File: src/rtl/ooo_scoreboard.sv
module ooo_scoreboard #(
  parameter int NUM_UNITS = 4,
  parameter int TAG_W     = 8,
  parameter int REG_N     = 8
) (
  input  logic                  clk,
  input  logic                  rst_n,
  input  logic                  in_valid,
  input  logic [$clog2(NUM_UNITS)-1:0] in_unit,
  input  logic [$clog2(REG_N)-1:0]     in_dst,
  input  logic [$clog2(REG_N)-1:0]     in_src1,
  input  logic [$clog2(REG_N)-1:0]     in_src2,
  input  logic [TAG_W-1:0]      in_tag,
  output logic                  fetch_stall,
  output logic                  iss_valid,
  output logic [$clog2(NUM_UNITS)-1:0] iss_unit,
  output logic [TAG_W-1:0]      iss_tag,
  output logic [NUM_UNITS-1:0]  rd_grant,
  input  logic [NUM_UNITS-1:0]  unit_done,
  output logic                  wb_valid,
  output logic [$clog2(NUM_UNITS)-1:0] wb_unit,
  output logic [$clog2(REG_N)-1:0]     wb_reg,
  output logic [TAG_W-1:0]      wb_tag
);
  localparam int UW = $clog2(NUM_UNITS);
  localparam int RW = $clog2(REG_N);

  typedef enum logic [1:0] {U_IDLE, U_OPS, U_EXEC, U_FIN} ust_t;
  typedef enum logic [1:0] {S_WAIT, S_RDY, S_USED} sst_t;

  ust_t              ust  [NUM_UNITS];
  sst_t              st1  [NUM_UNITS];
  sst_t              st2  [NUM_UNITS];
  logic [TAG_W-1:0]  utag [NUM_UNITS];
  logic [RW-1:0]     udst [NUM_UNITS];
  logic [RW-1:0]     us1  [NUM_UNITS];
  logic [RW-1:0]     us2  [NUM_UNITS];
  logic [UW-1:0]     pr1  [NUM_UNITS];
  logic [UW-1:0]     pr2  [NUM_UNITS];

  logic              claim_v [REG_N];
  logic [UW-1:0]     claim_u [REG_N];

  logic              hold_v;
  logic [UW-1:0]     hold_unit;
  logic [RW-1:0]     hold_dst, hold_s1, hold_s2;
  logic [TAG_W-1:0]  hold_tag;

  logic                 can_issue, take_in;
  logic [NUM_UNITS-1:0] war_hold, wr_elig, wgnt;
  logic [UW-1:0]        wsel;
  logic                 s1_waits, s2_waits;

  assign can_issue   = hold_v && (ust[hold_unit] == U_IDLE) && !claim_v[hold_dst];
  assign fetch_stall = hold_v && !can_issue;
  assign take_in     = in_valid && !fetch_stall;
  assign iss_valid   = can_issue;
  assign iss_unit    = hold_unit;
  assign iss_tag     = hold_tag;

  always_comb begin
    for (int u = 0; u < NUM_UNITS; u++)
      rd_grant[u] = (ust[u] == U_OPS) && (st1[u] != S_WAIT) && (st2[u] != S_WAIT);
  end

  always_comb begin
    for (int u = 0; u < NUM_UNITS; u++) begin
      war_hold[u] = 1'b0;
      for (int v = 0; v < NUM_UNITS; v++)
        if (v != u && ust[v] == U_OPS &&
            ((st1[v] == S_RDY && us1[v] == udst[u]) ||
             (st2[v] == S_RDY && us2[v] == udst[u])))
          war_hold[u] = 1'b1;
      wr_elig[u] = (ust[u] == U_FIN) && !war_hold[u];
    end
  end

  always_comb begin
    wgnt = '0;
    wsel = '0;
    for (int u = 0; u < NUM_UNITS; u++)
      if (wr_elig[u] && wgnt == '0) begin
        wgnt[u] = 1'b1;
        wsel    = UW'(u);
      end
  end

  assign wb_valid = |wgnt;
  assign wb_unit  = wsel;
  assign wb_reg   = udst[wsel];
  assign wb_tag   = utag[wsel];

  assign s1_waits = claim_v[hold_s1] && !(wb_valid && claim_u[hold_s1] == wsel);
  assign s2_waits = claim_v[hold_s2] && !(wb_valid && claim_u[hold_s2] == wsel);

  always_ff @(posedge clk or negedge rst_n) begin
    if (!rst_n) begin
      hold_v    <= 1'b0;
      hold_unit <= '0;
      hold_dst  <= '0;
      hold_s1   <= '0;
      hold_s2   <= '0;
      hold_tag  <= '0;
    end else begin
      if (iss_valid) hold_v <= 1'b0;
      if (take_in) begin
        hold_v    <= 1'b1;
        hold_unit <= in_unit;
        hold_dst  <= in_dst;
        hold_s1   <= in_src1;
        hold_s2   <= in_src2;
        hold_tag  <= in_tag;
      end
    end
  end

  always_ff @(posedge clk or negedge rst_n) begin
    if (!rst_n) begin
      for (int r = 0; r < REG_N; r++) begin
        claim_v[r] <= 1'b0;
        claim_u[r] <= '0;
      end
    end else begin
      if (wb_valid) claim_v[wb_reg] <= 1'b0;
      if (iss_valid) begin
        claim_v[hold_dst] <= 1'b1;
        claim_u[hold_dst] <= hold_unit;
      end
    end
  end

  always_ff @(posedge clk or negedge rst_n) begin
    if (!rst_n) begin
      for (int u = 0; u < NUM_UNITS; u++) begin
        ust[u]  <= U_IDLE;
        st1[u]  <= S_USED;
        st2[u]  <= S_USED;
        utag[u] <= '0;
        udst[u] <= '0;
        us1[u]  <= '0;
        us2[u]  <= '0;
        pr1[u]  <= '0;
        pr2[u]  <= '0;
      end
    end else begin
      for (int u = 0; u < NUM_UNITS; u++) begin
        case (ust[u])
          U_IDLE:
            if (iss_valid && hold_unit == UW'(u)) begin
              ust[u]  <= U_OPS;
              utag[u] <= hold_tag;
              udst[u] <= hold_dst;
              us1[u]  <= hold_s1;
              us2[u]  <= hold_s2;
              pr1[u]  <= claim_u[hold_s1];
              pr2[u]  <= claim_u[hold_s2];
              st1[u]  <= s1_waits ? S_WAIT : S_RDY;
              st2[u]  <= s2_waits ? S_WAIT : S_RDY;
            end
          U_OPS:
            if (rd_grant[u]) begin
              ust[u] <= U_EXEC;
              st1[u] <= S_USED;
              st2[u] <= S_USED;
            end else if (wb_valid) begin
              if (st1[u] == S_WAIT && pr1[u] == wsel) st1[u] <= S_RDY;
              if (st2[u] == S_WAIT && pr2[u] == wsel) st2[u] <= S_RDY;
            end
          U_EXEC:
            if (unit_done[u]) ust[u] <= U_FIN;
          default:
            if (wgnt[u]) ust[u] <= U_IDLE;
        endcase
      end
    end
  end


  one_writer_chk: assert property (@(posedge clk) disable iff (!rst_n) $onehot0(wgnt));


  wb_claim_chk: assert property (@(posedge clk) disable iff (!rst_n)
    wb_valid |-> (claim_v[wb_reg] && claim_u[wb_reg] == wb_unit));


  wb_free_chk: assert property (@(posedge clk) disable iff (!rst_n)
    wb_valid |=> (ust[$past(wb_unit)] == U_IDLE));


  stall_hold_chk: assert property (@(posedge clk) disable iff (!rst_n)
    fetch_stall |=> (hold_v && $stable(hold_tag) && $stable(hold_dst)));


  issue_free_chk: assert property (@(posedge clk) disable iff (!rst_n)
    iss_valid |=> (ust[$past(iss_unit)] == U_OPS));

  genvar g;
  generate
    for (g = 0; g < NUM_UNITS; g++) begin : g_unit_chk

      rd_once_chk: assert property (@(posedge clk) disable iff (!rst_n)
        rd_grant[g] |=> !rd_grant[g]);

      done_ignored_chk: assert property (@(posedge clk) disable iff (!rst_n)
        (ust[g] == U_IDLE || ust[g] == U_OPS) |=> (ust[g] != U_FIN));
    end
  endgenerate
endmodule

File: config.mk
export PLATFORM = sky130hd
export DESIGN_NAME = ooo_scoreboard
export DESIGN_NICKNAME = d
export VERILOG_FILES = /design/src/rtl/ooo_scoreboard.sv
export SDC_FILE = /design/constraint.sdc
export NUM_CORES = 1
export LEC_CHECK = 0
export BUFFER_PORTS_ARGS = -buffer_cell sky130_fd_sc_hd__buf_2
export CORE_ASPECT_RATIO = 1.4
export CORE_MARGIN = 2
export CORE_UTILIZATION = 55
export DETAILED_ROUTE_END_ITERATION = 8
export PLACE_DENSITY = 0.76
export RECOVER_POWER = 25
export SLEW_MARGIN = 0
export SYNTH_ARGS = -nofsm -noshare
export SYNTH_HDL_FRONTEND = slang
export SYNTH_SLANG_ARGS = --single-unit
File: constraint.sdc
create_clock -name clk -period 2.6 [get_ports clk]
set_input_delay 0.39 -clock clk [delete_from_list [all_inputs] [get_ports clk]]
set_output_delay 0.39 -clock clk [all_outputs]
set_load 0.05 [all_outputs]
==> results of run 1 <==
[synth_stat cells, types with 5 or more instances]
cell type / count
a31oi_1: 13
xor2_1: 82
nand2_1: 71
nor2_1: 40
mux4_2: 14
buf_6: 6
dfstp_2: 8
o21bai_1: 5
a21oi_1: 35
mux2i_1: 32
nor4_1: 24
ha_1: 18
inv_1: 34
o21ai_0: 28
nor3_1: 15
nand2b_1: 14
dfrtp_1: 144
xnor2_1: 6
mux2_2: 86
o22ai_1: 9
clkbuf_1: 19
buf_2: 16
a21o_1: 6
[logic make-up after synthesis]
logic type	after synthesis	synth area share
AO/OA/AOI/OAI	122	0.0907
XOR/XNOR	88	0.0903
adder cells (fa/ha/maj)	18	0.0264
buffers and inverters	84	0.0465
AND/OR/NAND/NOR	193	0.112
flip-flops	152	0.447
multiplexers	132	0.188
[state kept, by name (all words and copies together) (netlist names), 2 cells and up]
register	cells
utag	32
claim_u	16
udst	12
us1	12
us2	12
claim_v	8
iss_tag	8
pr1	8
pr2	8
st1	8
st2	8
ust	8
hold_dst	3
hold_s1	3
hold_s2	3
iss_unit	2
[area by class of cell]
cell class / count / area, µm² / share of cell area
inverter: 36 / 146 / 0.0126
timing repair buffer: 206 / 1760 / 0.151
clock inverter: 15 / 178 / 0.0152
sequential: 152 / 3830 / 0.328
multi-input combinational: 553 / 5070 / 0.436
tap: 192 / 240 / 0.0206
clock buffer: 17 / 425 / 0.0365
[repair_timing]
item	in CTS	in global routing
hold buffers	1	0
pin swaps	17	19
gates cloned	0	1
gates resized for setup	120	84
setup buffers	15	10
endpoints found under the setup margin	41	74
hold endpoints to repair	50	0
[worst register-to-register path, delay by kind of cell, from the launching register on]
kind                   cells  cell delay (ns)
buffers and inverters      4             0.71
multiplexers               1             0.23
XOR/XNOR                   2             0.21
flip-flops                 1             0.49
AO/OA/AOI/OAI              3             0.66
AND/OR/NAND/NOR            3             0.87
[worst min-delay path by stage]
stage               startpoint         end  slack (ns)  depth (start not counted)
floorplan                rst_n  claim_u[0]        0.09                          0
global placement         rst_n      us1[3]        0.39                          1
detailed placement       rst_n      us1[3]        0.40                          1
CTS                   in_valid      hold_v        0.16                          2
global route          in_valid      hold_v        0.18                          2
finish                in_valid      hold_v        0.17                          2
[through the flow]
step	hold slack [ns]	instances	setup slack (ns)	TNS, ns
after floorplan	0.0944	789	-0.0812	-0.772
after global placement	0.391	1116	-0.427	-9.98
after detailed placement	0.401	1116	-0.552	-12.75
after CTS	0.162	1163	-0.623	-11.45
after global routing	0.180	1171	-0.874	-22.97
final	0.167	1171	-0.916	-20.54
[per-layer routing]
layer  track usage  up-vias  share of wire
li1              -     3130              -
met1         0.382     3653           0.34
met2         0.589      426           0.52
met3        0.0654      162          0.073
met4         0.208        0          0.071
met5             0        -              0
==> metrics.md, run 1 <==
| Metric | Value |
|---|---|
| Outcome | `complete, but fails checks` |
| Failing checks | `max-capacitance violations, max-slew violations, negative setup slack` |
| Crit Path Category | `reg2out` |
| IO Pins | `56` |
| Die W | `approximately 110 µm` |
| Syn_nets | `around 830` |
| Number of warnings issued by yosys | `0` |
| Launching point of the worst reg2reg path | `udst[6]` |
| HPWL after detailed placement | `roughly 18000 µm` |
| Slew Viols, Final | `60` |
| Final Skew | `0.00954 ns` |
| Ranking of synthesized cells by area | `dfrtp_1 (42%), mux2_2 (11%), xor2_1 (8.4%)` |
| Initial antenna violation count | `0` |
| CTS tree | `built` |
| Via count | `~7400` |
| Iter 0 DRT Violations | `700` |
| Core area | `15100 µm²` |
| P&R area growth vs syn | `36.5%` |
| Share of the synthesized area in the top cell type | `0.422` |
| Crit-path max FO | `5` |
| Mapped Cells | `789` |
| Arrival time of the worst setup path | `3.13 ns` |
| Wire length per cell | `around 24 µm` |
| Final Hold Vio Count | `0` |
| CP max-delay cell | `dfrtp_2` |
| RR Endpoint | `st1[4]` |
| Fill count | `850` |
| Crit path cell chain | `buf_4, xor2_1, nor4_1, o21ai_1, and4_4, a211oi_4, buf_6, mux2i_4, a221o_1, clkinv_4, buf_8` |
| Critical Path Sink | `wb_reg[2]` |
| Asr flop ratio synth | `1.00` |
| CP Launch Point | `udst[6]` |
| Port Buffer Count | `55` |
| Max-cap violation count | `1` |
| Syn avg cell area | `roughly 11 µm²` |
| Vias in the first global route | `roughly 7800` |
| Main flop type after synthesis | `dfrtp_1` |
| Setup violators final | `38` |
| Area of placed instances | `approximately 10000 µm²` |
| Worst R2R Path Depth | `13` |
| Largest net degree at the start of global routing | `60` |
| Setup slack after layout | `-0.916 ns` |
| Num rows | `53` |
| Hold WC Path Type | `in2reg` |
| CP Data Required Time | `around 2.2 ns` |
| Cell variety after synth | `57` |
| Post-Layout Inst Area | `around 12000 µm²` |
| Placer congestion estimate | `approximately 0.95` |
| Via density | `~6.3` |
| Crit path capture type | `primary output` |
| Root buf cell | `clkbuf_16` |
| Max incr delay on CP | `about 0.49 ns` |
| Worst Max-Slew Pin Slew | `roughly 1.5 ns` |
| Sink Count | `approximately 150` |
| Nets | `just over 1000` |
| Critical path's top delay family | `compound AO/OA/AOI/OAI gates` |
| Die Ht | `151 µm` |
| Share of layout cells above drive strength 1 | `0.468` |
| EDFF count, synth | `0` |
| Clk buf depth | `2` |
| DRC | `0` |
| R2r setup slk | `-0.65 ns` |
| H-tree levels | `4` |
| Sequential share of the synthesized area | `0.447` |
| CP Buf/Inv Count | `4` |
| Post-layout util | `0.771` |
| Slew HR | `-0.0162` |
| Antenna Cells | `0` |
| First-pass GRT wire length | `just over 40000 µm` |
| Wirelength, routed | `roughly 29000 µm` |
| Most frequent cells in the layout | `dfrtp_1 (134), buf_4 (117), mux2_2 (85)` |
| Num CTS Buffers | `17` |
| Fin crit period | `between 3 and 4 ns` |
| Peak Freq | `roughly 280 MHz` |
| Starting Density | `0.565` |
| Post-Syn Area | `roughly 8500 µm²` |
| Later-pin clock latency in the skew report | `around 0.43 ns` |
| Yosys reg bits | `approximately 150` |
| Post-route ant nets | `0` |
| RSZ-0062 raised after global routing | `true` |
| Crit path depth | `11` |
| Pre-Repair DR Iteration Count | `6` |
| Commonest non-fill, non-tap cell in the layout | `dfrtp_1` |
| Fin crit share | `1.35` |
| Clk slew on worst S/H paths | `~0.070 ns` |
| Total GRT Usage | `0.340` |
| Leading area contributor after synthesis | `dfrtp_1` |
| Crit start category | `flip-flop` |
| GRT overflow | `0` |
| Die area | `about 17000 µm²` |
Power of run 1 is left out: the tool's default activity adds up to more than one toggle a clock period on the data nets, which glitch-free logic cannot reach.
==> inputs of run 2 (changes only) <==
- SETUP_SLACK_MARGIN: unset -> 0.4
==> run 2 against run 1 <==
Against the previous run: the flow still finishes with violations (max-capacitance violations, max-slew violations, negative setup slack); first-iteration DRC count rose by 96%; via count rose by 25%; die area did not move; flip-flop and latch count did not move; sequential share of layout area fell by 5.0 points; cell count rose by 6.2%; clock skew rose by 0.0051 ns.
==> metrics.md, run 2 (synthesis results as in run 1) <==
| Metric | Value |
|---|---|
| Outcome | `complete, but fails checks` |
| Failing checks | `max-capacitance violations, max-slew violations, negative setup slack` |
| Total GRT Usage | `0.427 (+0.0873)` |
| Most frequent cells in the layout | `dfrtp_1 (124), buf_4 (121), mux2_4 (81)` |
| Max FFs per register | `32 (unchanged)` |
| IO Pins | `56 (unchanged)` |
| R2r setup slk | `-1.28 ns (-0.63 ns)` |
| Fin crit share | `1.54 (+0.188)` |
| Port Buffer Count | `55 (unchanged)` |
| CP Data Required Time | `2.21 ns (about the same)` |
| Biggest regs | `utag: 32 flops, claim_u: 16 flops` |
| Root buf cell | `clkbuf_16` |
| Area of placed instances | `10200 µm² (+1.9%)` |
| Cell Count Post-Placement | `1115 (-0.090%)` |
| Post-Layout Inst Area | `13800 µm² (+19%)` |
| Placer congestion estimate | `0.944 (about the same)` |
| Clk slew on worst S/H paths | `0.08 ns (about the same)` |
| Final Hold Vio Count | `0 (unchanged)` |
| Setup violators final | `147 (+290%)` |
| CTS tree | `built` |
| Later-pin clock latency in the skew report | `0.47 ns (+0.04 ns)` |
| Max-cap violation count | `1 (unchanged)` |
| Setup TNS Final | `-51.98 ns (-31.43 ns)` |
| Final Skew | `0.0147 ns (+0.00511 ns)` |
| First-pass GRT wire length | `50700 µm (+22%)` |
| Num rows | `53 (unchanged)` |
| P&R area growth vs syn | `61.7%` |
| Wirelength, routed | `45100 µm (+57%)` |
| Starting Density | `0.565 (unchanged)` |
| Wire length per cell | `36.3 µm (+48%)` |
| Clk buf depth | `2 (unchanged)` |
| Fill count | `423 (-50%)` |
| Die W | `109 µm (unchanged)` |
| Largest net degree at the start of global routing | `66 (+10%)` |
| Arrival time of the worst setup path | `3.61 ns (+0.48 ns)` |
| Die Ht | `151 µm (unchanged)` |
| Crit start category | `flip-flop` |
| Vias in the first global route | `8521 (+9.7%)` |
| Sink Count | `152 (unchanged)` |
| Initial antenna violation count | `1 (+1)` |
| Slew HR | `-0.0567 (-0.0404)` |
| Worst Max-Slew Pin Slew | `1.58 ns (+0.0607 ns)` |
| Crit Path Category | `reg2out` |
| Share of layout cells above drive strength 1 | `0.624 (+0.156)` |
| Non-filler cells, final | `1244 (+6.2%)` |
| Largest register by flop count | `utag` |
| Iter 0 DRT Violations | `1370 (+96%)` |
| DRC | `0 (unchanged)` |
| HPWL after detailed placement | `18200 µm (+3.7%)` |
| Commonest non-fill, non-tap cell in the layout | `dfrtp_1` |
| GRT overflow | `0 (unchanged)` |
| Via count | `9208 (+25%)` |
| Via density | `7.40 (+18%)` |
| H-tree levels | `4 (unchanged)` |
| Crit-path max FO | `6 (+1)` |
| Setup slack after layout | `-1.40 ns (-0.488 ns)` |
| RSZ-0062 raised after global routing | `true` |
| Core area | `15100 µm² (unchanged)` |
| Fin crit period | `4.00 ns (+0.488 ns)` |
| Die area | `16500 µm² (unchanged)` |
| Nets | `1082 (+7.1%)` |
| Pre-Repair DR Iteration Count | `9 (+3)` |
| Crit path capture type | `primary output` |
| Peak Freq | `250 MHz (-12%)` |
| Hold WC Path Type | `in2reg` |
| Post-route ant nets | `0 (unchanged)` |
| Num CTS Buffers | `17 (unchanged)` |
| Slew Viols, Final | `59 (-1.7%)` |
[run 2: final timing paths]
kind	from	to	cells after the start
max reg2reg	udst[3]	st2[6]	13
max in group asynchronous	rst_n	hold_dst[2]	3
min in group asynchronous	rst_n	ust[5]	2
max	udst[3]	wb_reg[2]	11
min	in_tag[2]	iss_tag[2]	2
min reg2reg	claim_u[9]	claim_u[9]	1
[run 2: metrics by stage]
stage	hold slack (ns)	worst slack, ns	utilization
global placement	0.391	-0.443	0.673
floorplan	0.0944	-0.0812	-
CTS	0.171	-0.644	0.822
global route	0.160	-1.24	0.913
detailed placement	0.403	-0.563	0.673
finish	0.150	-1.40	0.913
[run 2: cell type report]
cell class                 instances  area [µm²]  area share
tap                              192         240      0.0174
inverter                          36         146      0.0106
timing repair buffer             278        2870       0.208
multi-input combinational        553        6110       0.443
antenna                            1        2.50    0.000181
clock buffer                      17         425      0.0308
clock inverter                    15         178      0.0129
sequential                       152        3840       0.278
[run 2: metal layers]
layer | global-route usage | vias to the layer above | part of all wire
li1 | - | 3247 | -
met1 | 0.467 | 4405 | 0.31
met2 | 0.700 | 1069 | 0.43
met3 | 0.102 | 485 | 0.14
met4 | 0.344 | 2 | 0.12
met5 | 0 | - | 0.0015
[run 2: worst max-delay path, cell delays in order (launching register included)]
cell and delay (ns):
dfrtp_2 0.50, buf_12 0.15, xor2_1 0.21, nor4_1 0.10
o21ai_1 0.63, nand4_4 0.25, a211oi_4 0.34, buf_6 0.17
mux2i_2 0.24, a221o_1 0.29, clkinv_4 0.10, buf_8 0.16
[run 2: timing repair]
action                                  CTS  global route
hold buffers                              1             0
pin swaps                                33            72
gates resized for setup                 271           227
endpoints found under the setup margin  149           170
gates cloned                              9             5
hold endpoints to repair                 53             0
setup buffers                            40            41
Power of run 2 is left out for the same reason.
